`src/rtl/odg_pkg.sv`:
```
package odg_pkg;

   typedef enum logic [2:0] {
      PH_IDLE  = 3'd0,
      PH_LEAD  = 3'd1,
      PH_ON    = 3'd2,
      PH_TRAIL = 3'd3,
      PH_HOLD  = 3'd4
   } odg_phase_e;

endpackage

```
`src/rtl/odg_delay_cfg.sv`:
```
module odg_delay_cfg #(
   parameter int DLY_W       = 8,
   parameter int DLY_DEFAULT = 20,
   parameter int DLY_CAP     = 40
) (
   input  logic             clk,
   input  logic             rst_n,
   input  logic             dly_wr,
   input  logic [DLY_W-1:0] dly_val,
   output logic [DLY_W-1:0] dly_eff
);

   localparam int          FULL_SCALE = (1 << DLY_W) - 1;
   localparam logic [DLY_W-1:0] RST_VAL = DLY_W'(DLY_DEFAULT);
   localparam logic [DLY_W-1:0] CAP_VAL = DLY_W'(DLY_CAP);
   localparam logic [DLY_W-1:0] ONE_VAL = DLY_W'(1);

   logic [DLY_W-1:0] setting_q;
   logic [DLY_W-1:0] floored;

   initial begin
      assert (DLY_W >= 2) else $error("odg_delay_cfg: DLY_W too small");
      assert (DLY_CAP >= 1 && DLY_CAP <= FULL_SCALE)
         else $error("odg_delay_cfg: DLY_CAP out of range");
      assert (DLY_DEFAULT >= 0 && DLY_DEFAULT <= FULL_SCALE)
         else $error("odg_delay_cfg: DLY_DEFAULT out of range");
   end

   // setting register, default loaded by reset
   always_ff @(posedge clk or negedge rst_n) begin
      if (!rst_n)
         setting_q <= RST_VAL;
      else if (dly_wr)
         setting_q <= dly_val;
   end

   // zero means the shortest overlap of one cycle
   always_comb begin
      floored = (setting_q == '0) ? ONE_VAL : setting_q;
   end

   generate
      if (DLY_CAP >= FULL_SCALE) begin : g_no_cap
         assign dly_eff = floored;
      end else begin : g_cap
         assign dly_eff = (floored > CAP_VAL) ? CAP_VAL : floored;
      end
   endgenerate

   // the effective overlap always lies in 1..DLY_CAP
   p_dly_range_r5 : assert property (@(posedge clk) disable iff (!rst_n)
      (dly_eff >= ONE_VAL) && (dly_eff <= CAP_VAL));

endmodule

```
`src/rtl/odg_duty_guard.sv`:
```
module odg_duty_guard #(
   parameter int AUX_MAX  = 100,
   parameter bit GUARD_EN = 1'b1
) (
   input  logic clk,
   input  logic rst_n,
   input  logic out_aux,
   input  logic fault,
   output logic clip_now,
   output logic clipped
);

   localparam int RUN_W = $clog2(AUX_MAX + 1);
   localparam logic [RUN_W-1:0] RUN_LAST = RUN_W'(AUX_MAX - 1);
   localparam logic [RUN_W-1:0] RUN_LIM  = RUN_W'(AUX_MAX);

   initial begin
      assert (AUX_MAX >= 4) else $error("odg_duty_guard: AUX_MAX too small");
   end

   generate
      if (GUARD_EN) begin : g_guard
         logic [RUN_W-1:0] run_q;
         logic             flag_q;

         // counts the cycles out_aux has already been high
         always_ff @(posedge clk or negedge rst_n) begin
            if (!rst_n)
               run_q <= '0;
            else if (out_aux && !clip_now)
               run_q <= run_q + RUN_W'(1);
            else
               run_q <= '0;
         end

         assign clip_now = out_aux && (run_q == RUN_LAST);

         always_ff @(posedge clk or negedge rst_n) begin
            if (!rst_n)
               flag_q <= 1'b0;
            else if (clip_now && !fault)
               flag_q <= 1'b1;
         end

         assign clipped = flag_q;

         // the high-time counter never reaches the limit while out_aux is high
         p_aux_cap_r8 : assert property (@(posedge clk) disable iff (!rst_n)
            out_aux |-> (run_q < RUN_LIM));

         // once set, the flag stays set
         p_flag_sticky_r8 : assert property (@(posedge clk) disable iff (!rst_n)
            flag_q |=> flag_q);
      end else begin : g_no_guard
         assign clip_now = 1'b0;
         assign clipped  = 1'b0;
      end
   endgenerate

endmodule

```
`src/rtl/odg_phase_seq.sv`:
```
module odg_phase_seq
   import odg_pkg::*;
#(
   parameter int DLY_W = 8
) (
   input  logic             clk,
   input  logic             rst_n,
   input  logic             pwm_req,
   input  logic             fault,
   input  logic             clip_now,
   input  logic [DLY_W-1:0] dly_eff,
   output logic             out_main,
   output logic             out_aux
);

   localparam logic [DLY_W-1:0] CNT_ONE = DLY_W'(1);

   odg_phase_e       phase_q, phase_d;
   logic [DLY_W-1:0] cnt_q, cnt_d;
   logic             main_q, main_d;
   logic             aux_q, aux_d;

   always_comb begin
      phase_d = phase_q;
      cnt_d   = cnt_q;
      main_d  = main_q;
      aux_d   = aux_q;
      if (fault) begin
         // immediate disable, no overlap
         phase_d = PH_IDLE;
         cnt_d   = '0;
         main_d  = 1'b0;
         aux_d   = 1'b0;
      end else if (clip_now) begin
         phase_d = PH_HOLD;
         cnt_d   = '0;
         main_d  = 1'b0;
         aux_d   = 1'b0;
      end else begin
         unique case (phase_q)
            PH_IDLE: begin
               if (pwm_req) begin
                  phase_d = PH_LEAD;
                  aux_d   = 1'b1;
                  cnt_d   = dly_eff;
               end
            end
            PH_LEAD: begin
               if (!pwm_req) begin
                  // aborted pulse: main never turns on
                  phase_d = PH_TRAIL;
                  cnt_d   = dly_eff;
               end else if (cnt_q == CNT_ONE) begin
                  phase_d = PH_ON;
                  main_d  = 1'b1;
               end else begin
                  cnt_d = cnt_q - CNT_ONE;
               end
            end
            PH_ON: begin
               if (!pwm_req) begin
                  phase_d = PH_TRAIL;
                  main_d  = 1'b0;
                  cnt_d   = dly_eff;
               end
            end
            PH_TRAIL: begin
               if (cnt_q == CNT_ONE) begin
                  phase_d = PH_IDLE;
                  aux_d   = 1'b0;
               end else begin
                  cnt_d = cnt_q - CNT_ONE;
               end
            end
            PH_HOLD: begin
               if (!pwm_req)
                  phase_d = PH_IDLE;
            end
            default: begin
               phase_d = PH_IDLE;
               main_d  = 1'b0;
               aux_d   = 1'b0;
            end
         endcase
      end
   end

   always_ff @(posedge clk or negedge rst_n) begin
      if (!rst_n) begin
         phase_q <= PH_IDLE;
         cnt_q   <= '0;
         main_q  <= 1'b0;
         aux_q   <= 1'b0;
      end else begin
         phase_q <= phase_d;
         cnt_q   <= cnt_d;
         main_q  <= main_d;
         aux_q   <= aux_d;
      end
   end

   assign out_main = main_q;
   assign out_aux  = aux_q;

   // main only while auxiliary is on
   p_main_under_aux_r4 : assert property (@(posedge clk) disable iff (!rst_n)
      out_main |-> out_aux);

   // auxiliary already high in the cycle before main rises
   p_aux_leads_r2 : assert property (@(posedge clk) disable iff (!rst_n)
      $rose(out_main) |-> $past(out_aux));

   // fault clears both outputs at the next edge
   p_fault_drop_r6 : assert property (@(posedge clk) disable iff (!rst_n)
      fault |=> (!out_main && !out_aux));

   // a normal auxiliary fall happens only after main was already low
   p_aux_trails_r3 : assert property (@(posedge clk) disable iff (!rst_n)
      ($fell(out_aux) && !$past(fault) && !$past(clip_now)) |-> !$past(out_main));

endmodule

```
`src/rtl/overlap_drv.sv`:
```
module overlap_drv #(
   parameter int DLY_W       = 8,
   parameter int DLY_DEFAULT = 20,
   parameter int DLY_CAP     = 40,
   parameter int AUX_MAX     = 100,
   parameter bit GUARD_EN    = 1'b1
) (
   input  logic             clk,
   input  logic             rst_n,
   input  logic             pwm_req,
   input  logic             fault,
   input  logic             dly_wr,
   input  logic [DLY_W-1:0] dly_val,
   output logic             out_main,
   output logic             out_aux,
   output logic             aux_clipped
);

   logic [DLY_W-1:0] dly_eff;
   logic             clip_now;

   initial begin
      assert (AUX_MAX > 2 * DLY_CAP)
         else $error("overlap_drv: cap leaves no room for main on-time");
   end

   odg_delay_cfg #(
      .DLY_W       (DLY_W),
      .DLY_DEFAULT (DLY_DEFAULT),
      .DLY_CAP     (DLY_CAP)
   ) u_cfg (
      .clk     (clk),
      .rst_n   (rst_n),
      .dly_wr  (dly_wr),
      .dly_val (dly_val),
      .dly_eff (dly_eff)
   );

   odg_phase_seq #(
      .DLY_W (DLY_W)
   ) u_seq (
      .clk      (clk),
      .rst_n    (rst_n),
      .pwm_req  (pwm_req),
      .fault    (fault),
      .clip_now (clip_now),
      .dly_eff  (dly_eff),
      .out_main (out_main),
      .out_aux  (out_aux)
   );

   odg_duty_guard #(
      .AUX_MAX  (AUX_MAX),
      .GUARD_EN (GUARD_EN)
   ) u_guard (
      .clk      (clk),
      .rst_n    (rst_n),
      .out_aux  (out_aux),
      .fault    (fault),
      .clip_now (clip_now),
      .clipped  (aux_clipped)
   );

   // a fault on the expiry edge keeps main from ever rising
   p_fault_beats_rise_r10 : assert property (@(posedge clk) disable iff (!rst_n)
      fault |=> !out_main);

endmodule

```
`config.mk`:
```
export PLATFORM = sky130hd
export DESIGN_NAME = overlap_drv
export DESIGN_NICKNAME = d
export VERILOG_FILES = /design/src/rtl/odg_pkg.sv /design/src/rtl/odg_delay_cfg.sv /design/src/rtl/odg_duty_guard.sv /design/src/rtl/odg_phase_seq.sv /design/src/rtl/overlap_drv.sv
export SDC_FILE = /design/constraint.sdc
export NUM_CORES = 1
export LEC_CHECK = 0
export BUFFER_PORTS_ARGS = -buffer_cell sky130_fd_sc_hd__buf_2
export CORE_AREA = 2 2 64 66
export CTS_BUF_LIST = sky130_fd_sc_hd__clkbuf_8
export CTS_CLUSTER_DIAMETER = 60
export CTS_CLUSTER_SIZE = 24
export DETAILED_ROUTE_END_ITERATION = 16
export DIE_AREA = 0 0 66 68
export HOLD_SLACK_MARGIN = 0.08
export PLACE_DENSITY = 0.63
export RECOVER_POWER = 50
export SLEW_MARGIN = 20
export SYNTH_ARGS = -nofsm -noshare
export SYNTH_HDL_FRONTEND = slang
export SYNTH_HIERARCHICAL = 1
export SYNTH_SLANG_ARGS = --single-unit
export TNS_END_PERCENT = 30
```
`constraint.sdc`:
```
create_clock -name clk -period 2.19 [get_ports clk]
set_clock_uncertainty 0.15 [all_clocks]
set_input_delay 0.5475 -clock clk [delete_from_list [all_inputs] [get_ports clk]]
set_output_delay 0.5475 -clock clk [all_outputs]
set_load 0.01 [all_outputs]
```
======== Word level (Yosys, flattened, before mapping) ========
Cells that the tools add are included.
operators by class
  add/subtract/negate cells ............... 2
  $mul .................................... 0
  div/mod/pow operators ................... 0
  order comparisons ....................... 1
  equality and inequality tests ........... 15
  shift-type cells ........................ 0
  muxes and demuxes ....................... 30
  bitwise gates (word level) .............. 0
  reduce and logical (&&, ||, !) cells .... 14
operators by type and width
  operator             number
  $mux 8               8
  $pmux 8 s4           1
  $mux 3               8
  $ne 4x3->1 const B   4
  $pmux 3 s5           1
  $mux 1               9
  $eq 8x1->1 const B   1
  $gt 8x6->1 const B   1
  $logic_not 8->1      1
  $ne 4x2->1 const B   2
  $sub 8x1->8 const B  1
  $add 7x1->7 const B  1
  $eq 7x7->1 const B   1
  $mux 7               1
  $eq 3x2->1 const B   2
  $ne 3x1->1 const B   2
  $pmux 1 s3           2
  $reduce_and 3->1     2
  $reduce_bool 6->1    1
  $reduce_or 3->1      2
  $ne 5x3->1 const B   1
  $reduce_and 5->1     1
  $reduce_and 4->1     1
  $eq 3x1->1 const B   1
  4 further kinds      7
word-level totals
  register bits after elaboration ......... 29
  bits in latches ......................... 0
  RAM bits ................................ 0
  memory bits (read-only) ................. 0
  output and inout bits ................... 3
  logic and storage cells ................. 69
  memories ................................ 0

======== Logic depth before layout (Yosys ltp) ========
  depth in word-level cells ............... 8
  mapped depth ............................ 7
  depth with buffers taken out ............ 7

======== Cells and area by module ========
The synthesis kept the hierarchy.
modules (own cells, without submodules)
  module          instances  cells each  area an instance (um^2)  seq. area each (um^2)
  odg_phase_seq   1          108         918.4                    325.3
  odg_delay_cfg   1          30          380.4                    202.7
  odg_duty_guard  1          35          359.1                    200.2

======== Worst setup path after synthesis ========
Ideal clock, no wire load.
  kind .................................... reg2reg
  start ................................... register u_guard.g_guard.run_q[0]
  end ..................................... register u_seq.cnt_q[6]
  library setup time ...................... 0.087 ns
  arrival time ............................ 2.120 ns
  required time ........................... 1.953 ns
  slack ................................... -0.167 ns
  stages on the path, launching flop included .. 8
  period minus slack after synthesis ...... 2.357 ns
  cells stage by stage .................... dfrtp_1 > ha_1 > nand4bb_1 > nor3_1 > or3_1 > o21bai_1 > or4_1 > o211ai_1
on the way
  word-level cells in the longest chain between the ends .. 4
RTL lines
  element                                                      line                  text
  start: declaration                                           odg_duty_guard.sv:23  logic [RUN_W-1:0] run_q;
  start signal: assignment                                     odg_duty_guard.sv:31  run_q <= run_q + RUN_W'(1);
  $eq 7x7->1 *                                                 odg_duty_guard.sv:36  assign clip_now = out_aux && (run_q == RUN_LAST);
  $logic_and 1x1->1 *                                          odg_duty_guard.sv:36
  named net clip_now                                           overlap_drv.sv:20     logic clip_now;
  $ne 4x3->1 (no source line), or another cell as far along    -
  $reduce_and 3->1 (no source line) or $mux 8 (tied branches)  -
  end signal: assignment                                       odg_phase_seq.sv:96   cnt_q <= cnt_d;
  end: declaration                                             odg_phase_seq.sv:19   logic [DLY_W-1:0] cnt_q, cnt_d;
The timed path passes the listed nets; every way through them passes the cells marked *.
A chain may end at the register's enable or synchronous reset.

======== Worst setup path in the final report ========
  start ................................... register u_guard.g_guard.run_q[1]
  end ..................................... register u_seq.cnt_q[6]
The elaborated chain is that of the path after synthesis.

==> results.py <==
metrics = {
    "timing": {
        "timing.final.crit_share_pct": 99.5,
        "finalSetupTns_ns": 0,
        "rsz0062_at_grt": "true",
        "worst_pin_slew_ns": 1.55,
        "setup_viol": 0,
        "slew_violations": 30,
        "max-slew-margin-rel_pct": -3.52,
        "fmax_ghz": 0.459,
        "postLayoutSetupSlackWorst_ns": 0.00992,
        "final_hold_viol_count": 0,
        "min_period_ns": 2.18,
    },
    "yosys": {
        "synthXorXnorAreaFrac_pct": 3.17,
        "avgSynthCellArea_um2": 9.58,
        "synth-edff-count": 0,
        "synth.most_common_cell": "dfrtp_1",
        "ys_ff_latch": 29,
        "synth-simple-area-share_pct": 22.6,
        "yosys.area.top_type_share_pct": 40.8,
        "synth-async-reset-ratio_pct": 100,
        "synth_mux_area_share_pct": 6.11,
        "synth.area.top_cells": "dfrtp_1 (41%), mux2_2 (6.1%), nor2_1 (4.1%)",
        "yosys_warnings": 6,
        "synth_commonest_cells": "dfrtp_1 (27), nor2_1 (18), mux2_2 (9), nand3_1 (9)",
        "ys.flop_type": "dfrtp_1",
        "synthDistinctLibCells": 47,
        "syn-cell-area_um2": 1660,
        "synthCells": 173,
        "yosys.area.top_type": "dfrtp_1",
        "synth_top_family_by_area": "simple AND/OR/NAND/NOR gates",
        "synth_compound_area_share_pct": 17.4,
        "ys_seq_area_share_pct": 43.9,
        "synthAdderAreaFrac_pct": 2.26,
    },
    "grt": {
        "grt_overflow": 0,
        "grt_max_degree": 30,
        "grt_pass1_vias": 1315,
        "grt_use_total_pct": 17.5,
        "antenna_found_initial": 0,
        "grt_pass1_wl_um": 5920,
    },
    "detailed_routing": {
        "viasPerCell": 5.64,
        "ant_nets": 0,
        "dr.pass1.iters": 4,
        "drcViolationCount": 0,
        "route.final.wire_length_um": 3560,
        "wl_per_cell_um": 14.4,
        "via_count": 1398,
        "drt_iter0_drc": 75,
    },
    "setup_path": {
        "cp.required_ns": 2.25,
        "crit_fanout": 8,
        "crit_arrival_ns": 2.24,
        "crit_chain": "ha_2 -> nand4bb_1 -> nor3_2 -> or3_1 -> o21bai_4 -> or4_1 -> o211ai_1",
        "cpMaxStageDelayCell": "or4_1",
        "critPathBufInv": 0,
        "critical_path_class": "reg -> reg",
        "endpoint_kind": "register",
        "max_stage_delay_ns": 0.51,
        "setup.worst_path.start_class": "register",
        "critPathTopFamily": "simple AND/OR/NAND/NOR gates",
    },
    "placement": {
        "place_congestion": 0.829,
        "pre_cts_ws_ns": -0.00599,
        "placed_cells": 239,
        "post_dp_cell_area_um2": 1840,
        "port_buffers": 15,
        "place_hpwl_um": 2600,
    },
    "cts": {
        "clock_latency_ns": 0.29,
        "clk_path_buf_depth": 2,
        "clkTransAtPathRegs_ns": 0.07,
        "hold_buffers": 0,
        "cts-root-buf": "clkbuf_8",
        "htreeDepth": 2,
        "cts_tree": "built",
        "cts_buffers": 5,
        "cts.sinks": 29,
    },
    "run_status": {
        "status": "finished, violations left",
        "violations": "capacitance limit, slew limit",
    },
    "layout": {
        "stdcell_area_um2": 1980,
        "final_cells": 248,
        "diodes": 0,
        "area.growth.synth_to_final_pct": 19.6,
        "layout.nets": 213,
        "drive_gt1_share_pct": 28.3,
    },
    "floorplanning": {
        "start_util_pct": 43.0,
        "coreArea_um2": 3860,
        "fp.dieW_um": 66,
        "dieArea_um2": 4490,
        "pin_count": 16,
        "die_h_um": 68,
        "rows": 23,
    },
    "pwr": {
        "powerDensity_nw_per_um2": 808,
        "p_leak_nw": 0.821,
        "vdd_drop_max_mv": 0.472,
    },
    "min_path": {
        "hold_class": "in -> reg",
    },
    "flow_run": {
        "drv_cap": 1,
    },
}
## through the flow
stage / utilization, % / hold slack, ns / power (mW)
finish: 51.4 / 0.311 / 1.60
global route: 51.4 / 0.317 / 1.69
CTS: 50.8 / 0.148 / 1.61
detailed placement: 47.6 / 0.315 / 1.01
global placement: 47.6 / 0.295 / 1.00
floorplan: - / 0.102 / 0.899
## flip-flops by register name (all words and copies together), names as in the netlist
name and flops:
u_seq/out_aux 1, u_cfg/setting_q 8, u_seq/cnt_q 8, u_seq/phase_q 3
u_guard/clipped 1, u_guard/g_guard.run_q 7, u_seq/out_main 1
## cell usage in the layout (no fill, tap or decap), drive strengths merged, types with 4 or more instances in the layout
| master | netlist | layout |
|---|---|---|
| nand2 | 7 | 7 |
| nor3 | 4 | 4 |
| nand3 | 9 | 9 |
| nand2b | 4 | 4 |
| o31ai | 4 | 4 |
| o21ai | 9 | 9 |
| a22oi | 4 | 4 |
| or4 | 5 | 5 |
| inv | 5 | 5 |
| dfrtp | 27 | 27 |
| o211ai | 4 | 4 |
| a21oi | 6 | 6 |
| nor2 | 18 | 18 |
| clkbuf | 4 | 7 |
| mux2 | 9 | 9 |
| buf | 6 | 25 |
| or3 | 8 | 8 |
## worst reg2reg max path, cell delays in order (launching register included)
cell and delay [ns]:
dfrtp_1 0.39, ha_2 0.21, nand4bb_1 0.14, nor3_2 0.06, or3_1 0.33, o21bai_4 0.22
or4_1 0.52, o211ai_1 0.10
## repair_timing
action | CTS | global route
setup endpoints to repair | 3 | 6
endpoints found under the hold margin | 0 | 0
pin swaps | 1 | 1
buffers inserted | 0 | 1
gates cloned | 0 | 0
resized for setup | 1 | 3
## logic make-up after synthesis
family | after synthesis
AOI/OAI and AO/OA | 42
xor gates and xnor gates | 6
adders and majority gates | 3
buffers and inverters | 15
DFF | 29
muxes | 9
other | 1
and+or+nand+nor | 68
## routing by layer
metal	GRT usage (%)	part of all wire [%]
met1	22.2	44
met2	29.3	51
met3	4.44	3.7
met4	6.12	1.1
met5	0	0
## where the power goes
| group | total (mW) | internal (mW) | switching [mW] |
|---|---|---|---|
| combinational | 0.374 | 0.169 | 0.205 |
| sequential | 0.641 | 0.591 | 0.0495 |
| clock | 0.588 | 0.370 | 0.218 |
| total | 1.60 | 1.13 | 0.473 |
## final cells by class
cell class	instances	area [µm²]
Clock inverter	2	37.5
Timing Repair Buffer	26	156
Multi-Input combinational cell	130	897
Clock buffer	6	82.6
Sequential cell	29	728
Tap cell	50	62.6
Inverter	5	18.8
Fill cell	378	1870
## worst paths after layout
kind / start / end / slack, ns / cells after the start
setup / recovery: u_guard/g_guard.run_q[1]$_DFF_PN0_ / u_seq/cnt_q[6]$_DFFE_PN0P_ / 0.01 / 7
setup reg to reg: u_guard/g_guard.run_q[1]$_DFF_PN0_ / u_seq/cnt_q[6]$_DFFE_PN0P_ / 0.01 / 7
min in group asynchronous: rst_n / u_seq/phase_q[1]$_DFFE_PN0P_ / 0.48 / 1
max in group asynchronous: rst_n / u_guard/g_guard.run_q[4]$_DFF_PN0_ / 0.50 / 1
hold reg to reg: u_guard/clipped$_DFFE_PN0P_ / u_guard/clipped$_DFFE_PN0P_ / 0.32 / 2
hold / removal: fault / u_seq/phase_q[2]$_DFFE_PN0P_ / 0.31 / 2
Power figures use the tool's default switching activity.
